File: src/rtl/dstk_pkg.sv
package dstk_pkg;

  typedef enum logic [3:0] {
    OP_NOP   = 4'd0,
    OP_LIT   = 4'd1,
    OP_FETCH = 4'd2,
    OP_FROMR = 4'd3,
    OP_DUP   = 4'd4,
    OP_OVER  = 4'd5,
    OP_DROP  = 4'd6,
    OP_NIP   = 4'd7,
    OP_SWAP  = 4'd8,
    OP_TUCK  = 4'd9,
    OP_ROT   = 4'd10,
    OP_NROT  = 4'd11,
    OP_ALU1  = 4'd12,
    OP_ALU2  = 4'd13,
    OP_DROP2 = 4'd14,
    OP_RSVD  = 4'd15
  } op_e;

  // result path feeding the top register
  typedef enum logic [2:0] {
    RES_ALU, RES_LIT, RES_MEM, RES_RSTK, RES_NOS
  } res_e;

  typedef enum logic [1:0] {T_HOLD, T_RES, T_THIRD} tsel_e;
  typedef enum logic [1:0] {N_HOLD, N_TOS, N_THIRD, N_FOURTH} nsel_e;

  typedef struct packed {
    res_e             res;
    tsel_e            tsel;
    nsel_e            nsel;
    logic signed [2:0] adj;
    logic             wr;      // write a displaced value into the third slot
    logic             wr_tos;  // displaced value is the top (else the second)
    logic             rd2;     // second read port needed
  } ctrl_t;

  // items an operation must find on the stack
  function automatic int need_of(op_e op);
    case (op)
      OP_DUP, OP_DROP, OP_ALU1:                           return 1;
      OP_OVER, OP_NIP, OP_SWAP, OP_TUCK, OP_ALU2, OP_DROP2: return 2;
      OP_ROT, OP_NROT:                                     return 3;
      default:                                             return 0;
    endcase
  endfunction

  function automatic ctrl_t decode_op(op_e op);
    ctrl_t c;
    c = '{res: RES_ALU, tsel: T_HOLD, nsel: N_HOLD, adj: 3'sd0,
          wr: 1'b0, wr_tos: 1'b0, rd2: 1'b0};
    case (op)
      OP_LIT, OP_FETCH, OP_FROMR, OP_OVER: begin
        c.res  = (op == OP_LIT)   ? RES_LIT :
                 (op == OP_FETCH) ? RES_MEM :
                 (op == OP_FROMR) ? RES_RSTK : RES_NOS;
        c.tsel = T_RES;
        c.nsel = N_TOS;
        c.adj  = 3'sd1;
        c.wr   = 1'b1;
      end
      OP_DUP: begin
        c.nsel = N_TOS;
        c.adj  = 3'sd1;
        c.wr   = 1'b1;
      end
      OP_DROP: begin
        c.res  = RES_NOS;
        c.tsel = T_RES;
        c.nsel = N_THIRD;
        c.adj  = -3'sd1;
      end
      OP_NIP: begin
        c.nsel = N_THIRD;
        c.adj  = -3'sd1;
      end
      OP_SWAP: begin
        c.res  = RES_NOS;
        c.tsel = T_RES;
        c.nsel = N_TOS;
      end
      OP_TUCK: begin
        c.adj    = 3'sd1;
        c.wr     = 1'b1;
        c.wr_tos = 1'b1;
      end
      OP_ROT: begin
        c.tsel = T_THIRD;
        c.nsel = N_TOS;
        c.wr   = 1'b1;
      end
      OP_NROT: begin
        c.res    = RES_NOS;
        c.tsel   = T_RES;
        c.nsel   = N_THIRD;
        c.wr     = 1'b1;
        c.wr_tos = 1'b1;
      end
      OP_ALU1: c.tsel = T_RES;
      OP_ALU2: begin
        c.tsel = T_RES;
        c.nsel = N_THIRD;
        c.adj  = -3'sd1;
      end
      OP_DROP2: begin
        c.tsel = T_THIRD;
        c.nsel = N_FOURTH;
        c.adj  = -3'sd2;
        c.rd2  = 1'b1;
      end
      default: ;
    endcase
    return c;
  endfunction

endpackage

File: src/rtl/dstk_ctl.sv
module dstk_ctl
  import dstk_pkg::*;
#(
  parameter int DEPTH = 16,
  parameter int PW    = 5
) (
  input  logic [3:0]    op,
  input  logic [PW-1:0] depth,
  output ctrl_t         ctrl,
  output logic          uf_ev,
  output logic          of_ev
);

  ctrl_t raw;

  always_comb begin
    raw   = decode_op(op_e'(op));
    uf_ev = int'(depth) < need_of(op_e'(op));
    of_ev = !uf_ev && (raw.adj == 3'sd1) && (int'(depth) == DEPTH);
    // a refused operation becomes a no-op
    ctrl  = (uf_ev || of_ev) ? decode_op(OP_NOP) : raw;
  end

endmodule

File: src/rtl/dstk_ptr.sv
module dstk_ptr #(
  parameter int DEPTH = 16,
  parameter int PW    = 5
) (
  input  logic              clk,
  input  logic              rst_n,
  input  logic signed [2:0] adj,
  input  logic              uf_ev,
  input  logic              of_ev,
  output logic [PW-1:0]     ptr,
  output logic [PW-1:0]     ptr_nxt,
  output logic              underflow,
  output logic              overflow
);

  // the adjusted value is visible during the cycle for RAM addressing
  assign ptr_nxt = ptr + PW'(adj);

  always_ff @(posedge clk) begin
    if (!rst_n) begin
      ptr       <= '0;
      underflow <= 1'b0;
      overflow  <= 1'b0;
    end else begin
      ptr <= ptr_nxt;
      if (uf_ev) underflow <= 1'b1;
      if (of_ev) overflow  <= 1'b1;
    end
  end

  assert_depth_bound_R10: assert property (@(posedge clk) disable iff (!rst_n)
    ptr <= PW'(DEPTH));
  assert_uflow_sticky_R9: assert property (@(posedge clk) disable iff (!rst_n)
    underflow |=> underflow);
  assert_oflow_sticky_R10: assert property (@(posedge clk) disable iff (!rst_n)
    overflow |=> overflow);
  assert_uflow_flag_R9: assert property (@(posedge clk) disable iff (!rst_n)
    uf_ev |=> underflow);
  assert_oflow_flag_R10: assert property (@(posedge clk) disable iff (!rst_n)
    of_ev |=> overflow);
  assert_refuse_hold_R9: assert property (@(posedge clk) disable iff (!rst_n)
    (uf_ev || of_ev) |=> $stable(ptr));

endmodule

File: src/rtl/dstk_ram.sv
module dstk_ram #(
  parameter int W  = 32,
  parameter int AW = 4
) (
  input  logic          clk,
  input  logic          rst_n,
  input  logic          we,
  input  logic [AW-1:0] waddr,
  input  logic [W-1:0]  wdata,
  input  logic [AW-1:0] raddr_a,
  input  logic          rd_b_en,
  input  logic [AW-1:0] raddr_b,
  output logic [W-1:0]  rdata_a,
  output logic [W-1:0]  rdata_b
);

  localparam int CELLS = 1 << AW;

  logic [W-1:0] mem [CELLS];

  always_ff @(posedge clk) begin
    if (we) mem[waddr] <= wdata;
  end

  assign rdata_a = mem[raddr_a];
  assign rdata_b = rd_b_en ? mem[raddr_b] : '0;

  // a paired read (two-item pop) never displaces anything into RAM
  assert_pair_read_R5: assert property (@(posedge clk) disable iff (!rst_n)
    rd_b_en |-> !we);

endmodule

File: src/rtl/dstk_regs.sv
module dstk_regs
  import dstk_pkg::*;
#(
  parameter int W = 32
) (
  input  logic         clk,
  input  logic         rst_n,
  input  tsel_e        tsel,
  input  nsel_e        nsel,
  input  logic [W-1:0] res,
  input  logic [W-1:0] third,
  input  logic [W-1:0] fourth,
  output logic [W-1:0] tos,
  output logic [W-1:0] nos
);

  always_ff @(posedge clk) begin
    if (!rst_n) begin
      tos <= '0;
      nos <= '0;
    end else begin
      case (tsel)
        T_RES:   tos <= res;
        T_THIRD: tos <= third;
        default: tos <= tos;
      endcase
      case (nsel)
        N_TOS:    nos <= tos;
        N_THIRD:  nos <= third;
        N_FOURTH: nos <= fourth;
        default:  nos <= nos;
      endcase
    end
  end

endmodule

File: src/rtl/dstack.sv
module dstack
  import dstk_pkg::*;
#(
  parameter int DATA_W = 32,
  parameter int DEPTH  = 16
) (
  input  logic                       clk,
  input  logic                       rst_n,
  input  logic [3:0]                 op,
  input  logic [DATA_W-1:0]          alu_res,
  input  logic [DATA_W-1:0]          lit_val,
  input  logic [DATA_W-1:0]          mem_rdata,
  input  logic [DATA_W-1:0]          rstk_top,
  output logic [DATA_W-1:0]          tos,
  output logic [DATA_W-1:0]          nos,
  output logic [$clog2(DEPTH+1)-1:0] depth,
  output logic                       underflow,
  output logic                       overflow
);

  localparam int PW = $clog2(DEPTH + 1);
  localparam int AW = $clog2(DEPTH);

  ctrl_t             ctrl;
  logic              uf_ev, of_ev;
  logic [PW-1:0]     ptr, ptr_nxt;
  logic [AW-1:0]     a_third, a_fourth, a_wr;
  logic              we;
  logic [DATA_W-1:0] third, fourth, wdata, res;

  dstk_ctl #(.DEPTH(DEPTH), .PW(PW)) u_ctl (
    .op(op), .depth(ptr), .ctrl(ctrl), .uf_ev(uf_ev), .of_ev(of_ev)
  );

  dstk_ptr #(.DEPTH(DEPTH), .PW(PW)) u_ptr (
    .clk(clk), .rst_n(rst_n), .adj(ctrl.adj), .uf_ev(uf_ev), .of_ev(of_ev),
    .ptr(ptr), .ptr_nxt(ptr_nxt), .underflow(underflow), .overflow(overflow)
  );

  // third item sits at depth-3, fourth at depth-4; writes target the new third slot
  assign a_third  = AW'(ptr - PW'(3));
  assign a_fourth = AW'(ptr - PW'(4));
  assign a_wr     = AW'(ptr_nxt - PW'(3));
  assign we       = ctrl.wr && (ptr_nxt >= PW'(3));
  assign wdata    = ctrl.wr_tos ? tos : nos;

  dstk_ram #(.W(DATA_W), .AW(AW)) u_ram (
    .clk(clk), .rst_n(rst_n), .we(we), .waddr(a_wr), .wdata(wdata),
    .raddr_a(a_third), .rd_b_en(ctrl.rd2), .raddr_b(a_fourth),
    .rdata_a(third), .rdata_b(fourth)
  );

  always_comb begin
    case (ctrl.res)
      RES_LIT:  res = lit_val;
      RES_MEM:  res = mem_rdata;
      RES_RSTK: res = rstk_top;
      RES_NOS:  res = nos;
      default:  res = alu_res;
    endcase
  end

  dstk_regs #(.W(DATA_W)) u_regs (
    .clk(clk), .rst_n(rst_n), .tsel(ctrl.tsel), .nsel(ctrl.nsel),
    .res(res), .third(third), .fourth(fourth), .tos(tos), .nos(nos)
  );

  assign depth = ptr;

  // RAM is only written by operations that do not shrink the stack
  assert_write_grow_R2: assert property (@(posedge clk) disable iff (!rst_n)
    we |-> (ptr_nxt >= ptr));

endmodule

File: config.mk
export PLATFORM = sky130hd
export DESIGN_NAME = dstack
export DESIGN_NICKNAME = d
export VERILOG_FILES = /design/src/rtl/dstk_pkg.sv /design/src/rtl/dstk_ctl.sv /design/src/rtl/dstk_ptr.sv /design/src/rtl/dstk_ram.sv /design/src/rtl/dstk_regs.sv /design/src/rtl/dstack.sv
export SDC_FILE = /design/constraint.sdc
export NUM_CORES = 1
export LEC_CHECK = 0
export ABC_AREA = 0
export BUFFER_PORTS_ARGS = -buffer_cell sky130_fd_sc_hd__buf_2
export CAP_MARGIN = 20
export CORE_UTILIZATION = 50
export CTS_BUF_LIST = sky130_fd_sc_hd__clkbuf_4 sky130_fd_sc_hd__clkbuf_8
export DETAILED_ROUTE_END_ITERATION = 7
export GPL_TIMING_DRIVEN = 0
export PLACE_DENSITY = 0.68
export RECOVER_POWER = 25
export SLEW_MARGIN = 10
export SYNTH_ARGS = -nofsm -noshare
export SYNTH_HDL_FRONTEND = slang
export SYNTH_SLANG_ARGS = --single-unit
File: constraint.sdc
create_clock -name clk -period 17 [get_ports clk]
set_input_delay 2.55 -clock clk [delete_from_list [all_inputs] [get_ports clk]]
set_output_delay 2.55 -clock clk [all_outputs]
set_load 0.005 [all_outputs]
# After elaboration in Yosys (flattened, before gate mapping)
# Memory sizes are Yosys's and may differ from the RTL's.
# Index checks and enable logic that the tools add are counted.
dict set report classes {
  n_reduce_logical 17
  n_addsub 4
  order_cmp 2
  n_mux 18
  eq_ne 25
}
# operator n
set op_table {}
lappend op_table {{$pmux W32 S4} 1}
lappend op_table {{$pmux W32 S3} 1}
lappend op_table {{$mux W32} 2}
lappend op_table {{$pmux W32 S2} 1}
lappend op_table {{$lt A6 B32 Y1} 1}
lappend op_table {{$eq A4 B4 Y1 const B} 7}
lappend op_table {{$eq A4 B3 Y1 const B} 4}
lappend op_table {{$mux W13} 1}
lappend op_table {{$eq A3 B2 Y1 const B} 3}
lappend op_table {{$mux W3} 3}
lappend op_table {{$pmux W3 S3} 1}
lappend op_table {{$reduce_or A9 Y1} 1}
lappend op_table {{$eq A4 B2 Y1 const B} 2}
lappend op_table {{$reduce_or A4 Y1} 2}
lappend op_table {{$reduce_or A8 Y1} 1}
lappend op_table {{$sub A4 B2 Y4 const B} 2}
lappend op_table {{$reduce_or A7 Y1} 1}
lappend op_table {{$eq A2 B2 Y1 const B} 3}
lappend op_table {{$pmux W2 S3} 1}
lappend op_table {{$pmux W3 S2} 1}
lappend op_table {{$reduce_or A3 Y1} 2}
lappend op_table {{$reduce_or A6 Y1} 1}
lappend op_table {{$add A5 B5 Y5} 1}
lappend op_table {{$eq A5 B5 Y1 const B} 1}
lappend op_table {{14 further kinds} 22}
dict set report word_totals {
  reg_bits 71
  n_memories 2
  in_bits 134
  rom_bits 32
  mem_bits_rw 512
  out_inout_bits 71
}
# memory depth width rd rd_clocked_by_memory_dff write_ports line
set mem_list {}
lappend mem_list {u_ram.mem 16 32 2 0 1 dstk_ram.sv:19} ;# logic [W-1:0] mem [CELLS];
lappend mem_list {{(name not given)} 16 2 1 0 0 dstk_pkg.sv:42} ;# case (op)

# Longest topological paths before layout
dict set report depth {
  word_depth 13
  mapped_depth 19
  depth_no_buf 18
}

# Modules after synthesis
# From an unflattened synthesis, not the netlist that was laid out.
dict set report unflattened {
  cells_unflattened 2005
  area_unflattened_um2 29968.7
}
# mod area_per_inst_um2 cells_per_inst n_inst seq_area_each_um2
set modules_own_cells {}
lappend modules_own_cells {dstk_ram 23662.7 1327 1 15374.7}
lappend modules_own_cells {dstk_regs 3339.5 288 1 1281.2}
lappend modules_own_cells {dstack 2075.7 282 1 0.0}
lappend modules_own_cells {dstk_ctl 518.0 71 1 0.0}
lappend modules_own_cells {dstk_ptr 372.9 37 1 140.1}

# Worst setup path after synthesis
# Ideal clock, no wire load.
dict set report synth_path {
  path_type {input port to flip-flop}
  start {input port op[2]}
  end {memory u_ram.mem[15][0], enable pin}
  path_slack_ns 7.618
  t_required_ns 16.499
  stages 16
  arrival_ns 8.881
  cell_sequence {buf_2 -> inv_1 -> o31a_1 -> ha_1 -> o311ai_1 -> o21a_1 -> clkbuf_1 -> or2_1 -> nor2_1 -> ha_1 -> inv_1 -> fa_1 -> xnor2_1 -> or4b_1 -> a211o_1 -> nor4_1}
}
dict set report synth_between {
  elab_chain_cells 13
  word_cells_on_any_way 31
}
# element line
set synth_lines {}
lappend synth_lines {{start, declared} dstack.sv:9} ;# input logic [3:0] op,
lappend synth_lines {{parallel branches: the longest is 7 deep, another holds $lt A6 B32 Y1} n/a}
lappend synth_lines {{$mux W13 (*)} dstk_ctl.sv:21} ;# ctrl = (uf_ev || of_ev) ? decode_op(OP_NOP) : raw;
lappend synth_lines {{$add A5 B5 Y5} dstk_ptr.sv:17} ;# assign ptr_nxt = ptr + PW'(adj);
lappend synth_lines {{$ge A5 B2 Y1} dstack.sv:44} ;# assign we = ctrl.wr && (ptr_nxt >= PW'(3));
lappend synth_lines {{$logic_and A1 B1 Y1} dstack.sv:44}
lappend synth_lines {{$mux W1} dstk_ram.sv:22} ;# if (we) mem[waddr] <= wdata;
lappend synth_lines {{$mux W1 (not written as such)} dstk_ram.sv:22}
lappend synth_lines {{end, declared} dstk_ram.sv:19}
# Mark *: on every way between the ends.

# Final worst setup path
dict set report layout_path {
  start {input port op[2]}
  end {memory u_ram.mem[14][13], enable pin}
}
# The elaborated chain is that of the path after synthesis.

==> results.txt <==
----------------------------------------------------
[Yosys]
  Library cell with the largest summed area after synthesis ... sky130_fd_sc_hd__edfxtp_1
  Synthesized Nets ... 1854
  Sequential area share after synthesis ... 0.586
  Number of distinct library cell variants in the gate-level netlist after synthesis ... 53
  Average size of a mapped cell ... 16.8 µm²
  Area of the mapped netlist ... 0.0287 mm²
  Number of flops mapped to enable cells by yosys ... 512
  Cell count after synthesis ... 1705
  Synth async-reset ratio ... 0
  Area share of the largest cell type after synthesis ... 0.537
  Cells taking the most area after synthesis ... sky130_fd_sc_hd__edfxtp_1 54%, sky130_fd_sc_hd__mux4_2 20%, sky130_fd_sc_hd__mux2i_1 5.6%
  Number of warnings issued by yosys ... 0
  Number of synthesized register bits ... 583
  Synth Flop Type ... sky130_fd_sc_hd__edfxtp_1

[Timing]
  Final number of max-transition violations ... 0
  Final critical-path required period ... 7.96 ns
  Headroom to the max-slew limit ... 0.186
  Largest clock skew in the final design ... 0.0396 ns
  RSZ-0062 raised after global routing ... no
  Max Freq ... 126 MHz
  Share of the clock period used by the worst path ... 0.468
  Worst hold slack across all endpoints ... 0.472 ns
  Final worst setup slack ... 9.04 ns
  Count of final setup violators ... 0
  Actual transition at the worst max-transition pin ... 1.22 ns
  Setup Total Neg Slack ... 0 ns
  Final Hold Vio Count ... 0

[Drt]
  Vias post-DR ... 19.7k
  Routed metal-1 wire length ... 35.1 mm
  DRC violations left ... 0
  Number of DRC markers in iteration 0 ... 2830
  Remaining antenna violation count after routing ... 0
  Drt via density ... 6.79
  Total length of routed met3 wires ... 12.4 mm
  Routed wire per std cell ... 32.9 µm
  Count of TritonRoute iterations in the first routing pass ... 5
  Routed wire length on met2 ... 43.6 mm
  Total wirelength of the detailed-routed design ... 95.5 mm
  Uppermost routed layer ... met4

[Clocking]
  Clock latency reported for the late side of the worst-skew pair ... 0.72 ns
  Post-CTS sizing ... 0
  Total number of clock tree sinks ... 583
  Cts bufs inserted ... 93
  Clock slew at the register clock pins of the worst setup and hold paths ... 0.06 ns
  Post CTS Setup Buffer Count ... 0
  Hold buffer count at CTS ... 0
  CTS H-tree depth ... 3
  CTS tree ... yes
  Max clock buf depth ... 3
  Clock root buffer master ... sky130_fd_sc_hd__clkbuf_8

[Hold path]
  Startpoint of the tightest hold check path ... u_ptr.underflow
  Hold Path Class ... flop to flop
  Worst hold path cell count ... 1
  Endpoint with the worst hold slack ... u_ptr.underflow

[Worst setup path]
  Startpoint types ... input pin
  Maximum fanout count along the critical path ... 10
  Worst flop-to-flop path startpoint ... u_ptr.ptr[1]
  Critical path capture point type ... flop
  Endpoint of the lowest-slack register-to-register path ... u_ram.mem[14][13]
  Register-to-register path setup slack ... 9.40 ns
  Critical path start-end classification ... input pin to flop
  Worst path arrival time ... 8.36 ns
  Count of cells along the worst register-to-register path ... 18
  Data required, critical path ... 17.40 ns

[Die]
  Die width ... 241 µm
  Top-Level Pins ... 205
  Die Height ... 241 µm
  Effective utilization at floorplan ... 0.507
  Core area ... 0.0565 mm²
  Area of the die ... 0.0583 mm²
  Standard-cell row count ... 87

[Final layout]
  Area grow syn2layout ... 16.6%
  Nets ... 2217
  Post-Layout Cell Count ... 2902
  Final design utilization ... 0.592
  Proportion of layout cells with a drive suffix above 1 ... 0.352
  Cell area after layout ... 0.0334 mm²
  Fill cell instance count of the final layout ... 4249

[Placement]
  Post-detail-place hpwl ... 66.2 mm
  Cell total after placement ... 2725
  I/O Buffers ... 203
  Final weighted congestion of routability-driven global placement ... 0.931
  Post-placement worst setup slack ... 8.83 ns
  Post-place instance area ... 0.0315 mm²

[Power and ir drop]
  Largest vdd supply drop ... 0.124 mV
  Leak pwr ... 11.4 nW
  Power Total ... 6.37 mW
  Pwr Density ... 191 mW/mm²

[Global route]
  Maximum number of pins on one net before global-route repair ... 20
  Wire length of the first global-routing pass ... 134 mm
  GRT Util Overall ... 0.333
  Number of global-route vias before repair ... 19.6k
  Total gr overflow ... 0
  Antenna violations before repair ... 1

[Run status]
  Result of the run ... finished clean

[Job]
  Max-capacitance violation count ... 0

----------------------------------------------------
[flip-flops by register name, summed over array words and instances, names as in the netlist]
register / cells
u_ram.mem: 512
u_regs.nos: 32
u_ptr.overflow: 1
u_ptr.ptr: 5
u_regs.tos: 32
u_ptr.underflow: 1
[kinds of logic after synthesis]
kind of cell	count (synthesis)	share of synthesized area
flops	583	0.586
simple gates	227	0.0346
fa+ha+maj	15	0.00681
mux	480	0.282
compound gates	242	0.0672
buf+inv	154	0.0218
xor+xnor	4	0.00122
[cell usage in the layout, fill, tap and decap left out, drive strengths merged, types with 30 or more instances in the layout]
master	n
mux4	256
a22oi	32
buf	271
edfxtp	512
clkbuf	275
nand3	30
a221o	31
nand2	72
mux2i	160
mux2	64
a21oi	43
dfxtp	71
o211ai	34
nor2	84
[power breakdown]
group | internal [mW] | switching [mW]
registers | 1.82 | 0.109
clock network | 0.681 | 0.573
logic | 1.35 | 1.83
total | 3.85 | 2.52
[metal layers]
layer  track usage  vias to the layer above
met5             0                        -
li1              -                     7878
met1         0.438                    10000
met4         0.160                        0
met2         0.509                     1535
met3         0.102                      259
[final cells by class]
| cell class | instances | area (µm²) | area share |
|---|---|---|---|
| well taps | 756 | 946 | 0.0283 |
| clock inverters | 33 | 210 | 0.00629 |
| plain buffers | 139 | 564 | 0.0169 |
| diodes | 1 | 2.50 | 0.0000749 |
| flip-flops and latches | 583 | 16800 | 0.503 |
| multi-input cells | 968 | 11300 | 0.340 |
| inverters | 15 | 56.3 | 0.00168 |
| repair buffers | 268 | 1770 | 0.0530 |
| clock buffers | 139 | 1730 | 0.0516 |
[worst max path at each step]
stage / slack (ns) / from / to
floorplan: 7.62 / op[2] / u_ram.mem[15][0]
global placement: 2.87 / op[2] / u_ram.mem[15][13]
detailed placement: 8.83 / op[2] / u_ram.mem[14][13]
CTS: 9.55 / op[2] / u_ram.mem[14][15]
global route: 8.70 / op[2] / u_ram.mem[14][19]
finish: 9.04 / op[2] / u_ram.mem[14][13]
[synth_stat cells, drive strengths merged (3+ instances only)]
library cell and n:
o211a 5, o21ai 15, o211ai 34, edfxtp 512
o22ai 3, inv 14, nor2b 7, o221a 27
a21oi 43, nand2 72, nor2 84, o21a 4
nand3 30, nand2b 5, mux4 256, dfxtp 71
mux2i 160, clkbuf 71, xnor2 4, a221o 31
o22a 28, buf 68, mux2 64, a211oi 3
a22oi 32, nor3 13, and2 5, ha 14
or4b 3
[worst max-delay path: stages]
cell	delay [ns]
sky130_fd_sc_hd__clkbuf_1	0.22
sky130_fd_sc_hd__clkbuf_1	0.38
sky130_fd_sc_hd__inv_1	0.23
sky130_fd_sc_hd__o31a_1	0.34
sky130_fd_sc_hd__ha_1	0.27
sky130_fd_sc_hd__o311ai_0	0.16
sky130_fd_sc_hd__o21a_1	0.23
sky130_fd_sc_hd__clkbuf_1	0.22
sky130_fd_sc_hd__or2_0	0.40
sky130_fd_sc_hd__nor2_1	0.16
sky130_fd_sc_hd__ha_1	0.20
sky130_fd_sc_hd__inv_1	0.06
sky130_fd_sc_hd__fa_1	0.74
sky130_fd_sc_hd__nand2b_1	0.45
sky130_fd_sc_hd__nand2b_1	0.11
sky130_fd_sc_hd__a211o_1	0.33
sky130_fd_sc_hd__nor3_2	0.74
sky130_fd_sc_hd__buf_4	0.32
sky130_fd_sc_hd__buf_4	0.22
Power figures use the tool's default switching activity.
